[src/rtl/memedit_pkg.sv]
package memedit_pkg;
   localparam int NBTN = 4;

   // Bit positions of the button vector used inside the block.
   localparam int BTN_ADDR_UP = 0;
   localparam int BTN_ADDR_DN = 1;
   localparam int BTN_VAL_UP  = 2;
   localparam int BTN_VAL_DN  = 3;

   localparam int SEG_W = 7;

   function automatic int digits_for(input int bits);
      return (bits + 3) / 4;
   endfunction
endpackage

[src/rtl/memedit_keys.sv]
module memedit_keys
   import memedit_pkg::*;
#(
   parameter int N = NBTN
) (
   input  logic         clk,
   input  logic         rst_n,
   input  logic [N-1:0] lvl,
   output logic [N-1:0] act
);
   logic [N-1:0] prev_q;
   logic         solo;

   // Reset to all ones so a level held across reset is not taken as a press.
   always_ff @(posedge clk or negedge rst_n) begin
      if (!rst_n) prev_q <= '1;
      else        prev_q <= lvl;
   end

   assign solo = ($countones(lvl) == 1);
   assign act  = solo ? (lvl & ~prev_q) : '0;
endmodule

[src/rtl/memedit_store.sv]
module memedit_store #(
   parameter int ADDR_W = 4,
   parameter int DATA_W = 8
) (
   input  logic              clk,
   input  logic              rst_n,
   input  logic              we,
   input  logic [ADDR_W-1:0] waddr,
   input  logic [DATA_W-1:0] wdata,
   input  logic [ADDR_W-1:0] raddr,
   output logic [DATA_W-1:0] rdata
);
   localparam int DEPTH = 1 << ADDR_W;

   logic [DATA_W-1:0] cell_q [DEPTH];

   always_ff @(posedge clk or negedge rst_n) begin
      if (!rst_n) begin
         for (int i = 0; i < DEPTH; i++) cell_q[i] <= '0;
      end else if (we) begin
         cell_q[waddr] <= wdata;
      end
   end

   assign rdata = cell_q[raddr];
endmodule

[src/rtl/memedit_hexseg.sv]
module memedit_hexseg
   import memedit_pkg::*;
#(
   parameter bit ACTIVE_LOW = 1'b0
) (
   input  logic [3:0]       nib,
   output logic [SEG_W-1:0] seg
);
   logic [SEG_W-1:0] lit;

   // Segment order g f e d c b a, one bit per segment.
   always_comb begin
      unique case (nib)
         4'h0: lit = 7'b0111111;
         4'h1: lit = 7'b0000110;
         4'h2: lit = 7'b1011011;
         4'h3: lit = 7'b1001111;
         4'h4: lit = 7'b1100110;
         4'h5: lit = 7'b1101101;
         4'h6: lit = 7'b1111101;
         4'h7: lit = 7'b0000111;
         4'h8: lit = 7'b1111111;
         4'h9: lit = 7'b1101111;
         4'hA: lit = 7'b1110111;
         4'hB: lit = 7'b1111100;
         4'hC: lit = 7'b0111001;
         4'hD: lit = 7'b1011110;
         4'hE: lit = 7'b1111001;
         default: lit = 7'b1110001;
      endcase
   end

   generate
      if (ACTIVE_LOW) begin : g_low
         assign seg = ~lit;
      end else begin : g_high
         assign seg = lit;
      end
   endgenerate
endmodule

[src/rtl/memedit_top.sv]
module memedit_top
   import memedit_pkg::*;
#(
   parameter int ADDR_W         = 4,
   parameter int DATA_W         = 8,
   parameter bit SEG_ACTIVE_LOW = 1'b0,
   localparam int ADDR_DIGITS   = digits_for(ADDR_W),
   localparam int VAL_DIGITS    = digits_for(DATA_W)
) (
   input  logic                       clk,
   input  logic                       rst_n,
   input  logic                       btn_addr_up,
   input  logic                       btn_addr_dn,
   input  logic                       btn_val_up,
   input  logic                       btn_val_dn,
   output logic [ADDR_DIGITS*SEG_W-1:0] seg_addr,
   output logic [VAL_DIGITS*SEG_W-1:0]  seg_val
);
   localparam int ADDR_PAD = ADDR_DIGITS * 4;
   localparam int VAL_PAD  = VAL_DIGITS * 4;

   initial begin
      assert (ADDR_W >= 1 && ADDR_W <= 12)
         else $error("memedit_top: ADDR_W out of range");
      assert (DATA_W >= 1 && DATA_W <= 32)
         else $error("memedit_top: DATA_W out of range");
   end

   logic [NBTN-1:0]   lvl;
   logic [NBTN-1:0]   act;
   logic [ADDR_W-1:0] addr_q;
   logic [ADDR_W-1:0] addr_nxt;
   logic [DATA_W-1:0] val_q;
   logic [DATA_W-1:0] val_edit;
   logic [DATA_W-1:0] rd_byte;
   logic              step;
   logic              edit;

   assign lvl[BTN_ADDR_UP] = btn_addr_up;
   assign lvl[BTN_ADDR_DN] = btn_addr_dn;
   assign lvl[BTN_VAL_UP]  = btn_val_up;
   assign lvl[BTN_VAL_DN]  = btn_val_dn;

   memedit_keys #(.N(NBTN)) u_keys (
      .clk   (clk),
      .rst_n (rst_n),
      .lvl   (lvl),
      .act   (act)
   );

   // Next pointer and edited byte; width truncation gives the wrap.
   always_comb begin
      addr_nxt = addr_q;
      if (act[BTN_ADDR_UP])      addr_nxt = ADDR_W'(addr_q + 1'b1);
      else if (act[BTN_ADDR_DN]) addr_nxt = ADDR_W'(addr_q - 1'b1);
   end

   always_comb begin
      val_edit = val_q;
      if (act[BTN_VAL_UP])      val_edit = DATA_W'(val_q + 1'b1);
      else if (act[BTN_VAL_DN]) val_edit = DATA_W'(val_q - 1'b1);
   end

   assign step = act[BTN_ADDR_UP] | act[BTN_ADDR_DN];
   assign edit = act[BTN_VAL_UP]  | act[BTN_VAL_DN];

   memedit_store #(.ADDR_W(ADDR_W), .DATA_W(DATA_W)) u_store (
      .clk   (clk),
      .rst_n (rst_n),
      .we    (edit),
      .waddr (addr_q),
      .wdata (val_edit),
      .raddr (addr_nxt),
      .rdata (rd_byte)
   );

   always_ff @(posedge clk or negedge rst_n) begin
      if (!rst_n) begin
         addr_q <= '0;
         val_q  <= '0;
      end else begin
         addr_q <= addr_nxt;
         if (step)      val_q <= rd_byte;
         else if (edit) val_q <= val_edit;
      end
   end

   logic [ADDR_PAD-1:0] addr_wide;
   logic [VAL_PAD-1:0]  val_wide;

   assign addr_wide = ADDR_PAD'(addr_q);
   assign val_wide  = VAL_PAD'(val_q);

   generate
      for (genvar d = 0; d < ADDR_DIGITS; d++) begin : g_addr_dig
         memedit_hexseg #(.ACTIVE_LOW(SEG_ACTIVE_LOW)) u_dec (
            .nib (addr_wide[d*4 +: 4]),
            .seg (seg_addr[d*SEG_W +: SEG_W])
         );
      end
      for (genvar d = 0; d < VAL_DIGITS; d++) begin : g_val_dig
         memedit_hexseg #(.ACTIVE_LOW(SEG_ACTIVE_LOW)) u_dec (
            .nib (val_wide[d*4 +: 4]),
            .seg (seg_val[d*SEG_W +: SEG_W])
         );
      end
   endgenerate
endmodule

[config.mk]
export PLATFORM = sky130hd
export DESIGN_NAME = memedit_top
export DESIGN_NICKNAME = d
export VERILOG_FILES = /design/src/rtl/memedit_pkg.sv /design/src/rtl/memedit_keys.sv /design/src/rtl/memedit_store.sv /design/src/rtl/memedit_hexseg.sv /design/src/rtl/memedit_top.sv
export SDC_FILE = /design/constraint.sdc
export NUM_CORES = 1
export LEC_CHECK = 0
export BUFFER_PORTS_ARGS = -buffer_cell sky130_fd_sc_hd__buf_2
export CORE_MARGIN = 1
export CORE_UTILIZATION = 25
export DETAILED_ROUTE_END_ITERATION = 8
export PLACE_DENSITY = 0.41
export SLEW_MARGIN = 20
export SYNTH_ARGS = -nofsm -noshare
export SYNTH_HDL_FRONTEND = slang
export SYNTH_SLANG_ARGS = --single-unit
[constraint.sdc]
create_clock -name clk -period 2.9 [get_ports clk]
set_input_delay 0.58 -clock clk [delete_from_list [all_inputs] [get_ports clk]]
set_output_delay 0.58 -clock clk [all_outputs]
set_load 0.01 [all_outputs]
Word-level counts from Yosys, hierarchy flattened:

Memory sizes are Yosys's and may differ from the RTL's.
Index checks and enable logic that the tools add are counted.

* memories kept: 3
* bits of input ports: 6
* ROM bits: 336
* logic and storage cells: 54
* output and inout port bits: 21
* bits in registers: 144

Memory list
* (name not given): words 16, width 7, read ports 1, clocked after Yosys merged registers in 0, wr ports 0, line memedit_hexseg.sv:13 `unique case (nib)`
* (name not given): words 16, width 7, read ports 1, clocked after Yosys merged registers in 0, wr ports 0, line memedit_hexseg.sv:13
* (name not given): words 16, width 7, read ports 1, clocked after Yosys merged registers in 0, wr ports 0, line memedit_hexseg.sv:13

* mux-type cells: 13
* order comparisons: 3
* bitwise operators: 6
* add/sub/neg operators: 7
* eq/ne operators: 1
* reduce and logical (&&, ||, !) cells: 2

Operator list (number)
* 128-bit bitwise mux: 1
* 8-bit 2-to-1 mux: 7
* 32-bit adder: 1
* 8-bit binary-select mux with 4-bit select: 1
* 8-bit demux with 4-bit select: 1
* 32-bit by 2-bit equality test with 1-bit output (second input constant): 1
* 4-bit 2-to-1 mux: 3
* 5-bit >= comparator (second input constant): 2
* 4-bit NOT with 5-bit output: 2
* 8-bit by 1-bit adder with 8-bit output (second input constant): 1
* 8-bit by 1-bit subtractor with 8-bit output (second input constant): 1
* 5-bit by 1-bit < comparator with 1-bit output (second input constant): 1
* 1-bit by 1-bit adder with 2-bit output: 2
* 4-bit by 1-bit adder with 4-bit output (second input constant): 1
* 4-bit AND: 1
* 4-bit NOT: 1
* 4-bit by 1-bit subtractor with 4-bit output (second input constant): 1
* 1-bit OR: 2
* 2-bit nonzero test: 1
* 1-bit logical AND: 1

Longest topological paths before layout:

* depth in word-level cells: 11
* gate-level depth with buffers: 14
* gate-level depth less buffers: 11

Cells and area by module:

From an unflattened synthesis, not the netlist that was laid out.

* cells, all modules: 559
* area, all modules: 7810.0 sq um

By module, submodules not included
* memedit_store: seq. area each 3203.1 sq um, cells an instance 365, area each 5915.7 sq um, times used 1
* memedit_top: seq. area each 300.3 sq um, cells an instance 78, area each 810.8 sq um, times used 1
* memedit_hexseg (g_addr_dig[0].u_dec): seq. area each 0.0 sq um, cells an instance 33, area each 301.5 sq um, times used 1
* memedit_hexseg (g_val_dig[1].u_dec): seq. area each 0.0 sq um, cells an instance 33, area each 287.8 sq um, times used 1
* memedit_hexseg (g_val_dig[0].u_dec): seq. area each 0.0 sq um, cells an instance 33, area each 286.5 sq um, times used 1
* memedit_keys: seq. area each 105.1 sq um, cells an instance 17, area each 207.7 sq um, times used 1

Worst setup path after synthesis:

OpenSTA, ideal clock, no wires.

* kind: input to register
* from: in btn_val_up
* to: reg val_q[7]
* required time: 2766 ps
* arrival: 3382 ps
* buffers on the path: 2
* setup slack: -616 ps
* library setup time: 134 ps
* stages: 12
* cells stage by stage: ha_1 > ha_1 > fa_1 > or3b_1 > buf_6 > nor3b_4 > and3_1 > nand4_1 > o31a_1 > xor2_2 > buf_6 > mux2i_1

* longest elaborated chain between the ends: 11
* elaborated cells on any way between the ends: 18
* classes of those cells: add/sub: 2; eq/ne: 1; mux: 10; bitwise: 4; reduce/logical: 1

RTL lines
* from (decl): line memedit_top.sv:14 `input logic btn_val_up,`
* 1-bit by 1-bit adder with 2-bit output (not written as such): line memedit_keys.sv:20 `assign solo = ($countones(lvl) == 1);`
* 32-bit adder (not written as such): line memedit_keys.sv:20
* 32-bit by 2-bit equality test with 1-bit output: line memedit_keys.sv:20
* 4-bit 2-to-1 mux (*): line memedit_keys.sv:21 `assign act = solo ? (lvl & ~prev_q) : '0;`
* 4-bit 2-to-1 mux: line memedit_top.sv:55 `else if (act[BTN_ADDR_DN]) addr_nxt = ADDR_W'(addr_q - 1'b1);`
* 4-bit 2-to-1 mux: line memedit_top.sv:54 `if (act[BTN_ADDR_UP]) addr_nxt = ADDR_W'(addr_q + 1'b1);`
* 4-bit NOT with 5-bit output (not written as such): line memedit_store.sv:25 `assign rdata = cell_q[raddr];`
* 8-bit binary-select mux with 4-bit select: line memedit_store.sv:25
* 8-bit 2-to-1 mux (not written as such) (2 in a row): line memedit_store.sv:25
* 8-bit 2-to-1 mux: line memedit_top.sv:83 `if (step) val_q <= rd_byte;`
* to (signal assigned): line memedit_top.sv:83
* to (signal assigned): line memedit_top.sv:84 `else if (edit) val_q <= val_edit;`
* to (decl): line memedit_top.sv:33 `logic [DATA_W-1:0] val_q;`

Every way passes the cells marked *; elsewhere a longest branch is shown, timed or not. The select of a mux whose other input is x is not followed.
A chain may end at the register's enable or synchronous reset.

Final worst setup path:

* from: in btn_addr_up
* to: reg val_q[1]

* longest elaborated chain between the ends: 11
* elaborated cells on any way between the ends: 18
* classes of those cells: add/sub: 2; eq/ne: 1; mux: 10; bitwise: 4; reduce/logical: 1

RTL lines
* from (decl): line memedit_top.sv:12 `input logic btn_addr_up,`
* 1-bit by 1-bit adder with 2-bit output (not written as such): line memedit_keys.sv:20
* 32-bit adder (not written as such): line memedit_keys.sv:20
* 32-bit by 2-bit equality test with 1-bit output: line memedit_keys.sv:20
* 4-bit 2-to-1 mux (*): line memedit_keys.sv:21
* 4-bit 2-to-1 mux: line memedit_top.sv:55
* 4-bit 2-to-1 mux: line memedit_top.sv:54
* 4-bit NOT with 5-bit output (not written as such): line memedit_store.sv:25
* 8-bit binary-select mux with 4-bit select: line memedit_store.sv:25
* 8-bit 2-to-1 mux (not written as such) (2 in a row): line memedit_store.sv:25
* 8-bit 2-to-1 mux: line memedit_top.sv:83

Marks and branches as above.

==> impl_metrics.ini <==
[logic_synthesis]
syn_inst = 787
synth-xor-area-share = 0.0124
synth_area_leaders = dfrtp_1, mux2i_1, o21ai_0
synth_top_area_share = 0.465
syn_avg_cell_area_um2 = 9.58
synthMuxAreaShare = 0.0934
synth_edf_count = 0
synth_top_family_by_area = compound AO/OA/AOI/OAI gates
async_flop_share = 1.00
synth_top_area_cell = dfrtp_1
synth_seq_area_share = 0.479
yosys_warnings = 0
synth-seq-cells = 144
synth-compound-area-share = 0.185
synthAdderAreaFrac = 0.0441
synth_area_um2 = 7540
synthDistinctLibCells = 53
syn_nets = 819
synthSimpleGateAreaFrac = 0.138
synth_top_flop_cell = dfrtp_1

[grt]
grt_pass1_wl_um = 39200
antenna_found_initial = 0
grt_use_total = 0.172
grt_max_degree = 69
overflow = 0
grt_pass1_vias = 6244

[drt]
drt_wl_total_um = 25700
drc = 0
via_per_inst = 4.74
drt_iter0_markers = 303
first_pass_iters = 4
met1_length_um = 12100
drtAntennaViolNets = 0
routed-wl-met2_um = 12500
met3WireLength_um = 795
routedWlPerCell_um = 19.5
top_layer_used = met4
vias = 6228

[power]
ir_worst_vdd_mv = 0.372
p_sw_frac = 0.400
seqPwrFrac = 0.254
p_sw_uw = 4730
p_int_uw = 7100
p_leak_uw = 0.00467
clockPowerShare = 0.205
power_uw = 11800
p_per_area_nw_per_um2 = 1090
combPwrFrac = 0.541

[sta]
timing.final.crit_share = 1.18
setup_tns_ns = -40.64
fin_skew_ns = 0.0124
hold_viol = 0
timing.final.crit_period_ns = 3.41
fmax_ghz = 0.293
slew_headroom = 0.399
setup-violations-final = 136
grt_setup_unrepaired = true
slew_violations = 0
tightest_slew_ns = 0.902
setup_slack_ns = -0.512

[die]
row_count = 63
fp.dieW_um = 176
pin_count = 27
floorplan.core_area_um2 = 29600
start_util = 0.254
die_area_um2 = 30900
die_h_um = 176

[final_layout]
post-route-util = 0.367
nNetsFinal = 945
drive_gt1_frac = 0.345
diodes = 0
n_fill_cell = 3067
seq_area_um2 = 3610
area_growth_pct = 44.4
multi_input_area_um2 = 4350

[placed_design]
portBuffers = 26
gp_congestion = 0.730
dp_hpwl_um = 14400
detailedPlace.worstSlack_ns = -1.42

[worst_setup_path]
critical_path.endpoint_type = register
r2r_slack_ns = 0.26
startpoint_type = input pin
worstPathArrival_ns = 3.69
cp_cell_sequence = buf_8 > ha_4 > ha_4 > fa_1 > or3b_4 > buf_6 > a21oi_4 > xnor2_4 > buf_4 > buf_12 > buf_16 > buf_6 > mux2i_2 > a21oi_2 > a22oi_2 > a41oi_2
cp_slowest_cell = fa_1
crit_required_ns = 3.18
path_max_fanout = 8
slowest_delay_ns = 0.43
crit_type = input pin to register

[cts]
cts_buffer_depth = 2
ctsRootBufferMaster = clkbuf_16
clkSinkCount = 144
cts_tree = built
clk_pin_slew_worst_paths_ns = 0.06
cts_buffers = 17
h-tree-depth = 4
cts_hold_buf = 0
clk_latency_ns = 0.42

[status]
status = complete, but fails checks
failed_checks = negative setup slack

[worst_hold_path]
hold_class = input pin to async pin

[run]
max_cap_violations = 0
critical path, delay by kind of cell:
| kind | cells | cell delay (ns) |
|---|---|---|
| AOI/OAI and AO/OA | 4 | 0.71 |
| adders and majority gates | 3 | 0.82 |
| and+or+nand+nor | 1 | 0.41 |
| xor gates and xnor gates | 1 | 0.20 |
| muxes | 1 | 0.21 |
| buffers and inverters | 6 | 0.75 |
power groups by stage:
stage          logic, uW  registers, uW  clock network, uW
2_1_floorplan       3090           2860                  0
3_3_place_gp        4860           3000                  0
3_5_place_dp        4860           3010                  0
4_1_cts             6000           2980               2470
5_1_grt             6870           3090               2550
6_report            6400           3010               2430
sequential cells by signal (all words and copies together), names as in the netlist:
| signal | cells |
|---|---|
| addr_q | 4 |
| u_keys.prev_q | 4 |
| u_store.cell_q | 128 |
| val_q | 8 |
layer usage:
layer,vias up,track usage
li1,3050,-
met1,3081,0.231
met2,74,0.285
met3,23,0.0290
met4,0,0.0417
met5,-,0
kinds of logic (layout without fill, tap and decap cells):
family	count (synthesis)	after routing
buf+inv	71	198
mux	70	70
flops	144	144
compound gates	238	238
fa+ha+maj	26	26
simple gates	229	240
xor+xnor	9	9
synth_stat cells, drive strengths merged, types with 3 or more instances:
| cell type | number |
|---|---|
| dfstp | 4 |
| nand3 | 13 |
| nand2b | 8 |
| o21a | 3 |
| buf | 23 |
| a31oi | 5 |
| o21ai | 147 |
| mux2 | 3 |
| nor2 | 21 |
| ha | 25 |
| a22o | 6 |
| nor2b | 24 |
| clkbuf | 33 |
| a211oi | 18 |
| nor3 | 5 |
| dfrtp | 140 |
| a21oi | 35 |
| a221oi | 6 |
| inv | 15 |
| nand4 | 7 |
| nand2 | 141 |
| a22oi | 5 |
| xnor2 | 8 |
| o211ai | 3 |
| mux2i | 67 |
per-stage QoR:
stage               hold slack [ns]  std cells  area (um2)
CTS                           0.206       1296       10500
global placement              0.457       1223        8890
global route                  0.213       1315       10900
detailed placement            0.462       1223        8890
floorplan                     0.284        787        7970
finish                        0.162       1315       10900
worst paths after layout:
path / start / endpoint / cells past startpoint
min: rst_n / u_store.cell_q[86] / 1
min in group clk: btn_val_up / u_keys.prev_q[2] / 2
min reg2reg: u_store.cell_q[37] / u_store.cell_q[37] / 2
max in group asynchronous: rst_n / u_keys.prev_q[0] / 2
max reg2reg: u_keys.prev_q[0] / val_q[1] / 11
max: btn_addr_up / val_q[1] / 16
cells in the final DEF, fill, tap and decap left out, drive strengths merged, types with 7 or more instances in the layout:
cell type	Yosys	final
nor2	21	21
buf	23	148
nand3	13	24
mux2i	67	67
o21ai	147	147
a211oi	18	18
nor2b	24	24
nand4	7	7
nand2b	8	8
inv	15	15
ha	25	25
dfrtp	140	140
clkbuf	33	23
xnor2	8	8
nand2	141	141
a21oi	35	35
area by class of cell:
| cell class | count | share of cell area |
|---|---|---|
| multi-input combinational | 583 | 0.399 |
| sequential | 144 | 0.331 |
| timing repair buffer | 152 | 0.160 |
| tap | 390 | 0.0448 |
| clock buffer | 20 | 0.0419 |
| clock inverter | 11 | 0.0171 |
| inverter | 15 | 0.00517 |
what timing repair did:
item	4_1_cts	5_1_grt
cloned	20	3
buffers inserted	23	19
hold endpoints to repair	0	0
gates resized for setup	104	73
pin swaps	71	33
endpoints found under the setup margin	136	136
Note: power is estimated with default switching activity, not from simulation.
